File: src/rtl/wdog_timer.sv
`timescale 1ns/1ps
module wdog_timer #(
  parameter int PRESCALE     = 16000,
  parameter int PULSE_CYCLES = 240
) (
  input  logic       clk,
  input  logic       rst_n,
  input  logic       opt_hw_en,
  input  logic       opt_halt_rst,
  input  logic       wr_en,
  input  logic [7:0] wr_data,
  input  logic       halt_req,
  output logic [7:0] rd_data,
  output logic       wdg_rst_n
);
  localparam int PW = $clog2(PRESCALE);
  localparam int LW = $clog2(PULSE_CYCLES + 1);
  localparam logic [PW-1:0] PRE_LAST = PW'(PRESCALE - 1);
  localparam logic [LW-1:0] PLS_LEN  = LW'(PULSE_CYCLES);
  localparam logic [6:0]    CNT_INIT = 7'h7F;
  localparam logic [6:0]    CNT_EDGE = 7'h40;

  logic [PW-1:0] pre_q;
  logic [6:0]    cnt_q;
  logic          en_q;
  logic [LW-1:0] pls_q;

  wire pulsing   = pls_q != '0;
  wire tick      = pre_q == PRE_LAST;
  wire active    = en_q | opt_hw_en;
  wire fire_wr   = wr_en & (active | wr_data[7]) & ~wr_data[6];
  wire fire_exp  = ~wr_en & active & tick & (cnt_q == CNT_EDGE);
  wire fire_halt = halt_req & opt_halt_rst & active;
  wire fire      = ~pulsing & (fire_wr | fire_exp | fire_halt);

  always_ff @(posedge clk or negedge rst_n) begin
    if (!rst_n) begin
      pre_q <= '0;
      cnt_q <= CNT_INIT;
      en_q  <= 1'b0;
      pls_q <= '0;
    end else if (pulsing) begin
      pls_q <= pls_q - 1'b1;
    end else if (fire) begin
      pls_q <= PLS_LEN;
      pre_q <= '0;
      cnt_q <= CNT_INIT;
      en_q  <= 1'b0;
    end else if (wr_en) begin
      pre_q <= '0;
      cnt_q <= wr_data[6:0];
      en_q  <= en_q | wr_data[7];
    end else begin
      pre_q <= tick ? '0 : pre_q + 1'b1;
      if (tick) cnt_q <= cnt_q - 1'b1;
    end
  end

  assign rd_data   = {active, cnt_q};
  assign wdg_rst_n = ~pulsing;
endmodule

File: config.mk
export PLATFORM = sky130hd
export DESIGN_NAME = wdog_timer
export DESIGN_NICKNAME = d
export VERILOG_FILES = /design/src/rtl/wdog_timer.sv
export SDC_FILE = /design/constraint.sdc
export NUM_CORES = 1
export LEC_CHECK = 0
export BUFFER_PORTS_ARGS = -buffer_cell sky130_fd_sc_hd__buf_2
export CORE_MARGIN = 3
export CORE_UTILIZATION = 40
export CTS_CLUSTER_DIAMETER = 100
export DETAILED_ROUTE_END_ITERATION = 8
export SLEW_MARGIN = 10
export SYNTH_ARGS = -nofsm -noshare
export SYNTH_HDL_FRONTEND = slang
export SYNTH_SLANG_ARGS = --single-unit
export TNS_END_PERCENT = 20
File: constraint.sdc
create_clock -name clk -period 2 [get_ports clk]
set_clock_uncertainty 0.05 [all_clocks]
set_input_delay 0.1 -clock clk [delete_from_list [all_inputs] [get_ports clk]]
set_output_delay 0.1 -clock clk [all_outputs]
set_load 0.03 [all_outputs]
# Word level (Yosys, flattened, before mapping)
# Index checks and enable logic that the tools add are counted.
[totals]
register_bits = 30
input_bits = 14
output_inout_bits = 9
word_cells = 41
[classes]
n_addsub = 3
n_eq_ne = 2
muxes = 10
n_bitwise = 16
reduce_logical = 6
[ops]
columns = ["operator", "count"]
rows = [
  ["$mux 14", 3],
  ["$mux 7", 3],
  ["$mux 8", 2],
  ["$add 14x1->14 const B", 1],
  ["$eq 14x14->1 const B", 1],
  ["$and 1x1->1", 8],
  ["$reduce_bool 8->1", 1],
  ["$sub 8x1->8 const B", 1],
  ["$eq 7x7->1 const B", 1],
  ["$sub 7x1->7 const B", 1],
  ["$or 1x1->1", 5],
  ["$reduce_and 2->1", 2],
  ["$reduce_bool 2->1", 2],
  ["$not 1->1", 3],
  ["$reduce_bool 3->1", 1],
  ["$mux 1", 2],
]

# Logic depth before layout (Yosys ltp)
[logic_depth]
depth_word = 9
mapped_depth = 8
mapped_depth_nobuf = 7

# Worst setup path before layout
# OpenSTA, ideal clock, no wires.
[synth_path]
path_type = "reg2reg"
startpoint = "register pre_q[0]"
endpoint = "register pls_q[6]"
setup_time_ps = 74
arrival_time_ps = 1969
required_time_ps = 1876
slack_ps = -93
stages_incl_launch_ff = 7
synth_period_minus_slack_ps = 2093
path_cell_list = "dfrtp_1 > ha_1 > nand3_2 > nor4_4 > a31oi_4 > a2111o_1 > o21ai_2"
[synth_between]
elab_chain_cells = 7
[synth_lines]
columns = ["item", "line_no", "source"]
rows = [
  ["start, declared", "23", "logic [PW-1:0] pre_q;"],
  ["start signal, assigned", "54", "pre_q <= tick ? '0 : pre_q + 1'b1;"],
  ["$eq 14x14->1", "29", "wire tick = pre_q == PRE_LAST;"],
  ["$and 1x1->1 (2 in a row)", "32", "wire fire_exp = ~wr_en & active & tick & (cnt_q == CNT_EDGE);"],
  ["$or 1x1->1 (2 in a row)", "34", "wire fire = ~pulsing & (fire_wr | fire_exp | fire_halt);"],
  ["$and 1x1->1", "34", ""],
  ["$reduce_bool 2->1 (no source line)", "-", ""],
  ["end signal, assigned", "43", "pls_q <= pls_q - 1'b1;"],
  ["end, declared", "26", "logic [LW-1:0] pls_q;"],
]
# Every way passes these cells.
# A chain may end at the register's enable or synchronous reset.

# Final worst setup path
[layout_path]
startpoint = "register pls_q[7]"
endpoint = "register pre_q[11]"
[layout_between]
elab_chain_cells = 4
[layout_lines]
columns = ["item", "line_no", "source"]
rows = [
  ["$reduce_bool 8->1 (*)", "28", "wire pulsing = pls_q != '0;"],
  ["$not 1->1 (no source line)", "-", ""],
  ["$and 1x1->1", "34", ""],
  ["$mux 14", "44", "end else if (fire) begin"],
]
# Mark *: on every way between the ends. The rest lies on a longest branch, timed or not.

==> metrics.yaml <==
status:
  outcome: "completed"
power_and_ir_drop:
  power-per-cell-area_mw_per_mm2: 591
  power.leakage_nw: 1.04
  power_w: 0.00135
  ir_worst_vdd_mv: 0.271
worst_setup_path:
  critPathCaptureType: "register"
  crit_fanout: 7
  cp.required_ns: 2.16
  critPathLaunchType: "register"
  worstPathArrival_ns: 2.11
  ff2ff_setup_slack_ns: 0.05
  worst-r2r-cell-count: 5
  critical_path_class: "register to register"
min_path:
  min_path_cells: 3
  hold_path.class: "primary input to register"
placement:
  port_buffers: 22
  dp_cells: 280
  pre_cts_slack_ns: -0.0846
  hpwl_microns: 3300
  place_congestion: 0.927
logic_synthesis:
  syn-cell-area_sq_mm: 0.00176
  synth-main-ff-cell: "dfrtp_1"
  seq_area_frac_synth: 0.431
  syn_avg_cell_area_sq_um: 9.28
  synth_top_area_share: 0.326
  synth-seq-cells: 30
  ys_warn_count: 0
  synth_edf_count: 0
  synth_top_area_cell: "dfrtp_1"
  syn-num-nets: 208
  synth_cell_types: 44
  ys_async_sr_fraction: 1.00
  ys_top_cells_by_area: "dfrtp_1, dfstp_2, o21ai_0"
  synth_cells: 190
clock_network:
  cts_sinks: 30
  h-tree-depth: 2
  root_buffer: "clkbuf_8"
  numCtsBuffers: 5
  cts_tree: "built"
  cts_buffer_depth: 2
  clk_pin_slew_worst_paths_ns: 0.07
  clk_latency_ns: 0.28
final_layout:
  layout-drive-gt1-share: 0.346
  final_cells: 293
  final_net_count: 260
  syn2layout_area_growth_pct: 30.0
  layout_common_cells: "buf_4, dfrtp_1, buf_2"
  antenna_cells: 0
  layout_commonest_cell: "buf_4"
global_routing:
  track_usage: 0.186
  grt_pass1_vias: 1734
  grt_pass1_wl_microns: 7670
  grt_max_degree: 31
  antenna_found_initial: 0
  grt_overflow_total: 0
routing:
  final_antenna_net_count: 0
  dr_total_vias: 1662
  wl_per_cell_microns: 15.5
  drt_wl_total_microns: 4540
  drc: 0
  via_per_inst: 5.67
  first_pass_iters: 4
  drt_iter0_drc: 108
sta:
  maxSlewViolCount: 0
  worst_pin_slew_ns: 0.698
  fmax_mhz: 513
  rsz0062_at_grt: "yes"
  slew_headroom: 0.535
  finalHoldViolCount: 0
  setup_ws_ns: 0.0520
  setup_viol: 0
  min_period_ns: 1.95
  finalCritPeriodShare: 0.974
die:
  die-height_microns: 72.4
  core-area_sq_mm: 0.00412
  pin_count: 23
  start_util: 0.428
  num_rows: 23
  die_w_microns: 72.4
  dieArea_sq_mm: 0.00524
run:
  cap_violations: 0
[layout make-up]
cell class / count / area (sq um)
inverters: 9 / 33.8
flip-flops and latches: 30 / 759
multi-input cells: 143 / 992
well taps: 50 / 62.6
fillers: 363 / 1820
clock inverters: 1 / 5.00
repair buffers: 53 / 352
clock buffers: 7 / 86.3
[flip-flops by register name, indices dropped and copies added, names as in the netlist]
signal / flops
pls_q: 8
pre_q: 14
en_q: 1
cnt_q: 7
[worst paths after layout]
| check | from | to |
|---|---|---|
| min reg2reg | pls_q[3] | pls_q[3] |
| max reg2reg | pls_q[7] | pre_q[11] |
| min in group asynchronous | rst_n | pre_q[1] |
| min | wr_data[7] | en_q |
| max | pls_q[7] | pre_q[11] |
| max in group asynchronous | rst_n | en_q |
[synthesized netlist by cell type (2+ instances only)]
master,n
nor4_1,3
nand4_1,5
o21ai_0,16
nand4b_1,3
nand2_1,7
o31ai_1,5
nand3_1,8
nor3b_1,3
or3_1,2
a2bb2oi_1,8
a21oi_1,9
dfrtp_1,23
nand2b_1,7
and3_1,4
and4b_1,2
nor2_1,17
and2_1,2
xor2_1,5
a31oi_1,2
dfstp_2,7
clkbuf_1,6
mux2i_1,3
ha_1,4
xnor2_1,2
inv_1,9
nor3_1,10
[worst max-delay path, cell delays in order (launching register included)]
cell and delay [ns]:
dfrtp_1 0.41, nor4_4 0.28, nand3_2 0.13, or4_4 0.60, or3_4 0.35, o21ai_2 0.06
[kinds of logic (layout without fill, tap and decap cells)]
kind of cell	count (synthesis)	after routing	synth area share
adder cells (fa/ha/maj)	4	4	0.0284
AO/OA/AOI/OAI	48	48	0.184
XOR/XNOR	7	7	0.0348
buffers and inverters	17	70	0.0383
AND/OR/NAND/NOR	81	81	0.267
multiplexers	3	3	0.0170
flip-flops	30	30	0.431
[power by group]
group	switching (W)	total, W	leakage [nW]	internal [W]
logic	0.000108	0.000191	0.634	0.0000835
clock network	0.000230	0.000508	0.0482	0.000277
registers	0.0000201	0.000654	0.358	0.000634
[per-layer routing]
metal	GRT usage	part of all wire
met2	0.300	0.49
met1	0.226	0.44
met4	0.0881	0.019
met5	0	0
met3	0.0568	0.051
[per-stage QoR]
step	util	TNS [ns]	hold slack [ns]	area, sq um
5_1_grt	0.557	-0.239	0.0694	2290
3_3_place_gp	0.510	0	0.129	2100
6_report	0.557	0	0.0625	2290
2_1_floorplan	-	0	-0.246	1760
3_5_place_dp	0.510	-0.319	0.144	2100
4_1_cts	0.537	0	0.0536	2210
[repair_timing]
item | in CTS | in global routing
hold buffers | 1 | 0
endpoints found under the setup margin | 7 | 14
buffers inserted | 0 | 4
gates resized for setup | 2 | 12
pin swaps | 0 | 9
hold endpoints to repair | 23 | 0
Note: power is estimated with default switching activity, not from simulation.
